===== src/rtl/mdu_pkg.sv =====
package mdu_pkg;

  typedef enum logic [2:0] {
    OP_MUL8  = 3'd0,
    OP_MULS  = 3'd1,
    OP_MULU  = 3'd2,
    OP_DIVN  = 3'd3,
    OP_DIVW  = 3'd4,
    OP_MACS  = 3'd5,
    OP_MACU  = 3'd6,
    OP_NONE  = 3'd7
  } mdu_op_e;

  // Strobes from the sequencer to the datapath.
  typedef struct packed {
    logic    load;    // capture operands
    logic    step;    // advance the divider
    logic    commit;  // write results
    mdu_op_e op;      // operation in flight (or being loaded)
  } mdu_strobe_t;

endpackage


===== src/rtl/mdu_ctrl.sv =====
module mdu_ctrl
  import mdu_pkg::*;
#(
  parameter int DATA_W        = 16,
  parameter int BITS_PER_STEP = 2
) (
  input  logic        clk,
  input  logic        rstN,
  input  logic        start,
  input  logic [2:0]  opSel,
  output mdu_strobe_t strb,
  output logic        busy,
  output logic        done
);

  localparam int LAT_DIVN = DATA_W / BITS_PER_STEP + 1;
  localparam int LAT_DIVW = 2 * DATA_W / BITS_PER_STEP + 1;
  localparam int LAT_MUL8 = 1;
  localparam int LAT_MULW = 2;
  localparam int LAT_MAC  = 3;
  localparam int CNT_W    = $clog2(LAT_DIVW + 1);

  mdu_op_e          opReg;
  mdu_op_e          opIn;
  logic [CNT_W-1:0] cnt;
  logic             accept;
  logic             isDiv;

  function automatic int latencyOf(mdu_op_e op);
    case (op)
      OP_MUL8:          return LAT_MUL8;
      OP_MULS, OP_MULU: return LAT_MULW;
      OP_DIVN:          return LAT_DIVN;
      OP_DIVW:          return LAT_DIVW;
      OP_MACS, OP_MACU: return LAT_MAC;
      default:          return 1;
    endcase
  endfunction

  assign opIn   = mdu_op_e'(opSel);
  assign accept = start && !busy && (opIn != OP_NONE);
  assign isDiv  = (opReg == OP_DIVN) || (opReg == OP_DIVW);

  always_comb begin
    strb.load   = accept;
    strb.step   = busy && (cnt != '0) && isDiv;
    strb.commit = busy && (cnt == '0);
    strb.op     = accept ? opIn : opReg;
  end

  always_ff @(posedge clk) begin
    if (!rstN) begin
      busy  <= 1'b0;
      done  <= 1'b0;
      cnt   <= '0;
      opReg <= OP_NONE;
    end else begin
      done <= strb.commit;
      if (accept) begin
        busy  <= 1'b1;
        opReg <= opIn;
        cnt   <= CNT_W'(latencyOf(opIn) - 1);
      end else if (busy) begin
        if (cnt == '0) busy <= 1'b0;
        else           cnt  <= cnt - 1'b1;
      end
    end
  end

  // done is a single-cycle pulse
  assert_done_single_R10: assert property (@(posedge clk) disable iff (!rstN)
    done |=> !done);
  // busy drops only on the edge that raises done
  assert_busy_until_done_R10: assert property (@(posedge clk) disable iff (!rstN)
    (busy && !done) |=> (busy || done));
  // a start while busy cannot restart the count
  assert_start_ignored_R10: assert property (@(posedge clk) disable iff (!rstN)
    (busy && start && cnt != '0) |=> (cnt == $past(cnt) - 1'b1));
  // the reserved code never raises busy
  assert_reserved_idle_R13: assert property (@(posedge clk) disable iff (!rstN)
    (!busy && start && opSel == 3'd7) |=> !busy);

endmodule


===== src/rtl/mdu_dp.sv =====
module mdu_dp
  import mdu_pkg::*;
#(
  parameter int DATA_W        = 16,
  parameter int BITS_PER_STEP = 2
) (
  input  logic              clk,
  input  logic              rstN,
  input  mdu_strobe_t       strb,
  input  logic [DATA_W-1:0] ax,
  input  logic [DATA_W-1:0] bc,
  input  logic [DATA_W-1:0] de,
  input  logic [DATA_W-1:0] hl,
  output logic [DATA_W-1:0] resAx,
  output logic [DATA_W-1:0] resBc,
  output logic [DATA_W-1:0] resDe,
  output logic [DATA_W-1:0] resHl,
  output logic [2*DATA_W-1:0] accOut,
  output logic              cyFlag,
  output logic              acFlag
);

  localparam int WIDE = 2 * DATA_W;
  localparam int HALF = DATA_W / 2;

  logic [DATA_W-1:0] opA, opB;
  logic [WIDE-1:0]   quoR, remR, dvsR;
  logic [WIDE-1:0]   accR;
  logic [DATA_W-1:0] prodByte;
  logic [WIDE-1:0]   prodS, prodU;
  logic [WIDE-1:0]   macSumS, macSumU;

  // Products from the captured operands
  assign prodByte = {{HALF{1'b0}}, opA[DATA_W-1:HALF]} * {{HALF{1'b0}}, opA[HALF-1:0]};
  assign prodS    = $signed({{DATA_W{opA[DATA_W-1]}}, opA}) * $signed({{DATA_W{opB[DATA_W-1]}}, opB});
  assign prodU    = {{DATA_W{1'b0}}, opA} * {{DATA_W{1'b0}}, opB};
  assign macSumS  = accR + prodS;
  assign macSumU  = accR + prodU;

  // Restoring divider: BITS_PER_STEP quotient bits per clock
  logic [WIDE-1:0] remChain [0:BITS_PER_STEP];
  logic [WIDE-1:0] quoChain [0:BITS_PER_STEP];
  assign remChain[0] = remR;
  assign quoChain[0] = quoR;

  for (genvar i = 0; i < BITS_PER_STEP; i++) begin : g_divBit
    logic [WIDE:0] trial;
    logic [WIDE:0] diff;
    logic          fits;
    assign trial = {remChain[i], quoChain[i][WIDE-1]};
    assign diff  = trial - {1'b0, dvsR};
    assign fits  = trial >= {1'b0, dvsR};
    assign remChain[i+1] = fits ? diff[WIDE-1:0] : trial[WIDE-1:0];
    assign quoChain[i+1] = {quoChain[i][WIDE-2:0], fits};
  end

  always_ff @(posedge clk) begin
    if (!rstN) begin
      opA    <= '0;
      opB    <= '0;
      quoR   <= '0;
      remR   <= '0;
      dvsR   <= '0;
      accR   <= '0;
      resAx  <= '0;
      resBc  <= '0;
      resDe  <= '0;
      resHl  <= '0;
      cyFlag <= 1'b0;
      acFlag <= 1'b0;
    end else begin
      if (strb.load) begin
        opA  <= ax;
        opB  <= bc;
        remR <= '0;
        if (strb.op == OP_DIVW) begin
          quoR <= {bc, ax};
          dvsR <= {hl, de};
        end else begin
          quoR <= {ax, {DATA_W{1'b0}}};
          dvsR <= {{DATA_W{1'b0}}, de};
        end
      end else if (strb.step) begin
        quoR <= quoChain[BITS_PER_STEP];
        remR <= remChain[BITS_PER_STEP];
      end

      if (strb.commit) begin
        case (strb.op)
          OP_MUL8: resAx <= prodByte;
          OP_MULS: begin
            resBc <= prodS[WIDE-1:DATA_W];
            resAx <= prodS[DATA_W-1:0];
          end
          OP_MULU: begin
            resBc <= prodU[WIDE-1:DATA_W];
            resAx <= prodU[DATA_W-1:0];
          end
          OP_DIVN: begin
            resAx <= quoR[DATA_W-1:0];
            resDe <= remR[DATA_W-1:0];
          end
          OP_DIVW: begin
            resBc <= quoR[WIDE-1:DATA_W];
            resAx <= quoR[DATA_W-1:0];
            resHl <= remR[WIDE-1:DATA_W];
            resDe <= remR[DATA_W-1:0];
          end
          OP_MACS: begin
            accR   <= macSumS;
            cyFlag <= accR[WIDE-1] ^ macSumS[WIDE-1];
            acFlag <= macSumS[WIDE-1];
          end
          OP_MACU: begin
            accR   <= macSumU;
            cyFlag <= macSumU < accR;
            acFlag <= 1'b0;
          end
          default: ;
        endcase
      end
    end
  end

  assign accOut = accR;

  // a short division leaves a remainder below a nonzero divisor
  assert_div_rem_bound_R4: assert property (@(posedge clk) disable iff (!rstN)
    (strb.commit && strb.op == OP_DIVN && dvsR != '0) |=> (resDe < $past(dvsR[DATA_W-1:0])));
  // short division by zero yields an all-ones quotient
  assert_divzero_quot_R5: assert property (@(posedge clk) disable iff (!rstN)
    (strb.commit && strb.op == OP_DIVN && dvsR == '0) |=> (resAx == {DATA_W{1'b1}}));
  // signed accumulate copies the new sign into the auxiliary flag
  assert_macs_sign_R8: assert property (@(posedge clk) disable iff (!rstN)
    (strb.commit && strb.op == OP_MACS) |=> (acFlag == accOut[WIDE-1]));
  // unsigned accumulate clears the auxiliary flag
  assert_macu_ac_clear_R9: assert property (@(posedge clk) disable iff (!rstN)
    (strb.commit && strb.op == OP_MACU) |=> !acFlag);
  // flags hold across non-accumulate operations
  assert_flags_hold_R12: assert property (@(posedge clk) disable iff (!rstN)
    (!(strb.commit && (strb.op == OP_MACS || strb.op == OP_MACU))) |=> ($stable(cyFlag) && $stable(acFlag)));

endmodule


===== src/rtl/muldiv_unit.sv =====
module muldiv_unit
  import mdu_pkg::*;
#(
  parameter int DATA_W        = 16,
  parameter int BITS_PER_STEP = 2
) (
  input  logic                clk,
  input  logic                rstN,
  input  logic                start,
  input  logic [2:0]          opSel,
  input  logic [DATA_W-1:0]   ax,
  input  logic [DATA_W-1:0]   bc,
  input  logic [DATA_W-1:0]   de,
  input  logic [DATA_W-1:0]   hl,
  output logic                busy,
  output logic                done,
  output logic [DATA_W-1:0]   resAx,
  output logic [DATA_W-1:0]   resBc,
  output logic [DATA_W-1:0]   resDe,
  output logic [DATA_W-1:0]   resHl,
  output logic [2*DATA_W-1:0] accOut,
  output logic                cyFlag,
  output logic                acFlag
);

  mdu_strobe_t strb;

  mdu_ctrl #(.DATA_W(DATA_W), .BITS_PER_STEP(BITS_PER_STEP)) u_ctrl (
    .clk   (clk),
    .rstN  (rstN),
    .start (start),
    .opSel (opSel),
    .strb  (strb),
    .busy  (busy),
    .done  (done)
  );

  mdu_dp #(.DATA_W(DATA_W), .BITS_PER_STEP(BITS_PER_STEP)) u_dp (
    .clk    (clk),
    .rstN   (rstN),
    .strb   (strb),
    .ax     (ax),
    .bc     (bc),
    .de     (de),
    .hl     (hl),
    .resAx  (resAx),
    .resBc  (resBc),
    .resDe  (resDe),
    .resHl  (resHl),
    .accOut (accOut),
    .cyFlag (cyFlag),
    .acFlag (acFlag)
  );

endmodule


===== config.mk =====
export PLATFORM = sky130hd
export DESIGN_NAME = muldiv_unit
export DESIGN_NICKNAME = d
export VERILOG_FILES = /design/src/rtl/mdu_pkg.sv /design/src/rtl/mdu_ctrl.sv /design/src/rtl/mdu_dp.sv /design/src/rtl/muldiv_unit.sv
export SDC_FILE = /design/constraint.sdc
export NUM_CORES = 2
export LEC_CHECK = 0
export BUFFER_PORTS_ARGS = -buffer_cell sky130_fd_sc_hd__buf_2
export CAP_MARGIN = 30
export CORE_MARGIN = 4
export CORE_UTILIZATION = 50
export DETAILED_ROUTE_END_ITERATION = 10
export GPL_ROUTABILITY_DRIVEN = 1
export PLACE_DENSITY = 0.67
export SLEW_MARGIN = 20
export SYNTH_ARGS = -nofsm -noshare
export SYNTH_HDL_FRONTEND = slang
export SYNTH_SLANG_ARGS = --single-unit

===== constraint.sdc =====
create_clock -name clk -period 20.7 [get_ports clk]
set_input_delay 4.14 -clock clk [delete_from_list [all_inputs] [get_ports clk]]
set_output_delay 4.14 -clock clk [all_outputs]
set_load 0.005 [all_outputs]

==> results.rst <==
.. list-table::
   :header-rows: 1

   * - Metric
     - Value
   * - Gpl congestion
     - 0.954
   * - Worst slew margin
     - 0.399
   * - Routed wire length
     - 105 mm
   * - Number of buffers created by CTS
     - 26
   * - Most frequent cell on the critical path
     - sky130_fd_sc_hd__fa_1
   * - Leakage power
     - 18.1 nW
   * - Minimum setup slack among reg-to-reg paths
     - 10440 ps
   * - Total met2 wirelength after detailed routing
     - 48.7 mm
   * - Post-synth top cells
     - sky130_fd_sc_hd__inv_1, sky130_fd_sc_hd__nand2_1, sky130_fd_sc_hd__fa_1
   * - Pre-antenna DRT Iters
     - 8
   * - Total negative setup slack
     - 0 ps
   * - I/O pin count
     - 170
   * - Worst Setup Path Type
     - flop to flop
   * - Fraction of final layout cells with drive strength greater than 1
     - 0.0743
   * - Count of cell types in the netlist
     - 92
   * - Launch instance of the worst min-delay path
     - u_dp.resDe[6]
   * - Slowest-stage cell, CP
     - sky130_fd_sc_hd__dfxtp_1
   * - Max Cap Violations
     - 0
   * - Post-CTS clock slew at the launch and capture registers of the worst setup and hold paths
     - 60 ps
   * - Number of instances on the worst hold path
     - 2
   * - Power density over cell area
     - 66.3 mW/mm²
   * - Synth Cell Area
     - 0.0338 mm²
   * - Standard-cell rows
     - 95
   * - Top area cells in the synthesized netlist
     - sky130_fd_sc_hd__fa_1, sky130_fd_sc_hd__dfxtp_1, sky130_fd_sc_hd__ha_1, sky130_fd_sc_hd__inv_1, sky130_fd_sc_hd__nand2_1
   * - Clock Tree Buf Depth
     - 3
   * - Asr flop ratio synth
     - 0
   * - Horizontal extent of the die
     - 268 µm
   * - Routed length per placed instance
     - 20.6 µm
   * - Cts-stage hold buffer count
     - 0
   * - Max-slew violation total from the final report
     - 0
   * - Worst min path class
     - flop to flop
   * - Die Footprint
     - 0.0718 mm²
   * - Layout overhead on the synthesized area
     - 7.89%
   * - Y dimension of the die
     - 268 µm
   * - Synth warn
     - 0
   * - Cell at the root of the clock tree
     - sky130_fd_sc_hd__clkbuf_16
   * - Hold violation total from the final report
     - 0
   * - Buffers inserted during post-CTS setup optimization
     - 0
   * - Arrival time at the worst endpoint
     - 10770 ps
   * - Endpoint of the worst register-to-register path
     - u_dp.cyFlag
   * - Wire length of the first global-routing pass
     - 164 mm
   * - Starting density of the core
     - 0.504
   * - Final antenna-violating net count
     - 0
   * - Worst reg2reg startpoint
     - u_dp.opB[1]
   * - Final period demand of the worst path
     - 10260 ps
   * - CP Max Fanout
     - 17
   * - Global route overflow
     - 0
   * - Worst VDD drop
     - 0.0000863 V
   * - Depth of the most critical reg-to-reg path
     - 38
   * - Largest net degree at the start of global routing
     - 81
   * - Required time of the critical path
     - 21210 ps
   * - Detail Route met3 WL
     - 8.52 mm
   * - Via density per instance
     - 5.72
   * - Smallest hold slack
     - 450 ps
   * - Unrepaired setup endpoints after global routing
     - no
   * - Number of cells produced by synthesis
     - 4127
   * - FMAX
     - 97.5 MHz
   * - Type of element launching the critical path
     - flop
   * - Detailed Place HPWL
     - 85.3 mm
   * - Crit share post-route
     - 0.495
   * - Sequential area share after synthesis
     - 0.140
   * - Largest stage delay, worst path
     - 760 ps
   * - Setup violations, final
     - 0
   * - DRC violation total after the first TritonRoute iteration
     - 2462
   * - WL met1
     - 43.0 mm
   * - Later-pin clock latency in the skew report
     - 590 ps
   * - Number of nets in the finished design
     - 5045
   * - Flip-flop and latch count after synthesis
     - 236
   * - Port-buffer cells
     - 169
   * - H-tree depth
     - 1
   * - Terminating pin of the worst hold path
     - u_dp.resDe[6]
   * - Synth Net Count
     - 4953
   * - Setup crit end kind
     - flop
   * - Synthesized area per cell
     - 8.19 µm²
   * - Library cell with the largest summed area after synthesis
     - sky130_fd_sc_hd__fa_1
   * - Core outline area
     - 0.0670 mm²
   * - Resized Gates After CTS
     - 0
   * - Max layer used
     - met5
   * - Number of DRC violations after detailed routing
     - 0
   * - Worst slew pin tran
     - 898 ps
   * - TritonCTS clock tree
     - yes
   * - Fin Clk Skew
     - 17.6 ps
   * - Number of enable flip-flop cells after synthesis
     - 0
   * - Antenna violations before repair
     - 19
   * - Clock sink count
     - 236
   * - Run status
     - complete, no violations
   * - Via count of the first global-routing pass
     - 29.1k
   * - Top-area cell type share of the netlist area
     - 0.238
   * - Cell with the most instances after synthesis
     - sky130_fd_sc_hd__inv_1
   * - Via count
     - 29.3k
   * - Primary FF master, synth
     - sky130_fd_sc_hd__dfxtp_1
   * - Total global-route track usage
     - 0.292
## stage by stage
stage	utilization	power (mW)	cells	worst slack [ps]	area, µm²
detailed placement	0.530	1.91	5063	10230	35600
floorplan	-	1.58	4127	11430	33800
CTS	0.543	2.41	5111	10180	36400
finish	0.544	2.42	5122	10440	36500
global placement	0.530	1.90	5063	10480	35600
global route	0.544	2.59	5113	9850	36400
## worst max path at each step
stage / from / endpoint
finish: u_dp.opB[1] / u_dp.cyFlag
floorplan: u_dp.opB[1] / u_dp.cyFlag
CTS: u_dp.opB[1] / u_dp.cyFlag
detailed placement: u_dp.opB[1] / u_dp.cyFlag
global placement: u_dp.opB[1] / u_dp.cyFlag
global route: u_dp.opB[1] / u_dp.cyFlag
## cells by family (layout without fill, tap and decap cells)
group | after synthesis | count (layout) | share of synthesized area
AND/OR/NAND/NOR | 1159 | 1159 | 0.159
AO/OA/AOI/OAI | 931 | 931 | 0.176
buffers and inverters | 803 | 915 | 0.0901
adder cells (fa/ha/maj) | 756 | 756 | 0.369
flip-flops | 236 | 236 | 0.140
XOR/XNOR | 178 | 178 | 0.0465
multiplexers | 64 | 64 | 0.0195
other | 0 | 10 | 0
## worst max-delay path, delay by kind of cell (launching register included)
kind / cells / cell delay (ps)
fa+ha+maj: 9 / 3980
xor+xnor: 2 / 310
buf+inv: 6 / 530
simple gates: 9 / 2200
compound gates: 12 / 2410
flops: 1 / 760
## cell usage in the layout (no fill, tap or decap), drive strengths merged, types with 19 or more instances in the layout
master,netlist,layout
a21oi,328,328
o21ai,175,175
a311oi,19,19
nand2,557,557
and3,29,29
xnor2,119,119
ha,355,355
a221oi,37,37
nor3,45,45
nand2b,35,35
nand3,32,32
and2,182,182
fa,401,401
nor2,184,184
a31oi,22,22
a21o,90,90
o22ai,22,22
buf,13,221
inv,645,645
nand4,22,22
o21a,41,41
dfxtp,236,236
xor2,58,58
o211ai,24,24
a211oi,42,42
mux2i,51,51
clkbuf,145,40
## final cells by class
class | instances | area [µm²]
antenna | 10 | 25.0
clock inverter | 8 | 119
clock buffer | 40 | 753
multi-input combinational | 3088 | 26100
sequential | 236 | 4720
timing repair buffer | 222 | 1250
tap | 873 | 1090
fill | 6417 | 30600
inverter | 645 | 2420
## per-layer routing
layer / GRT usage / vias to the layer above
li1: - / 13800
met1: 0.381 / 14200
met2: 0.480 / 1023
met3: 0.0651 / 243
met4: 0.106 / 20
met5: 0 / -
## report_power, final
group          switching [mW]  leakage (nW)  internal (mW)
Clock                   0.216         0.426          0.277
Combinational           0.848          15.7          0.578
Sequential             0.0279          1.92          0.472
## state kept, by name, summed over array words and instances, names as in the netlist
name          count
u_dp.accOut      32
u_dp.dvsR        32
u_dp.quoR        32
u_dp.remR        32
u_dp.opA         16
u_dp.opB         16
u_dp.resAx       16
u_dp.resBc       16
u_dp.resDe       16
u_dp.resHl       16
u_ctrl.cnt        5
u_ctrl.opReg      3
u_ctrl.busy       1
u_ctrl.done       1
u_dp.acFlag       1
u_dp.cyFlag       1
Power figures use the tool's default switching activity.
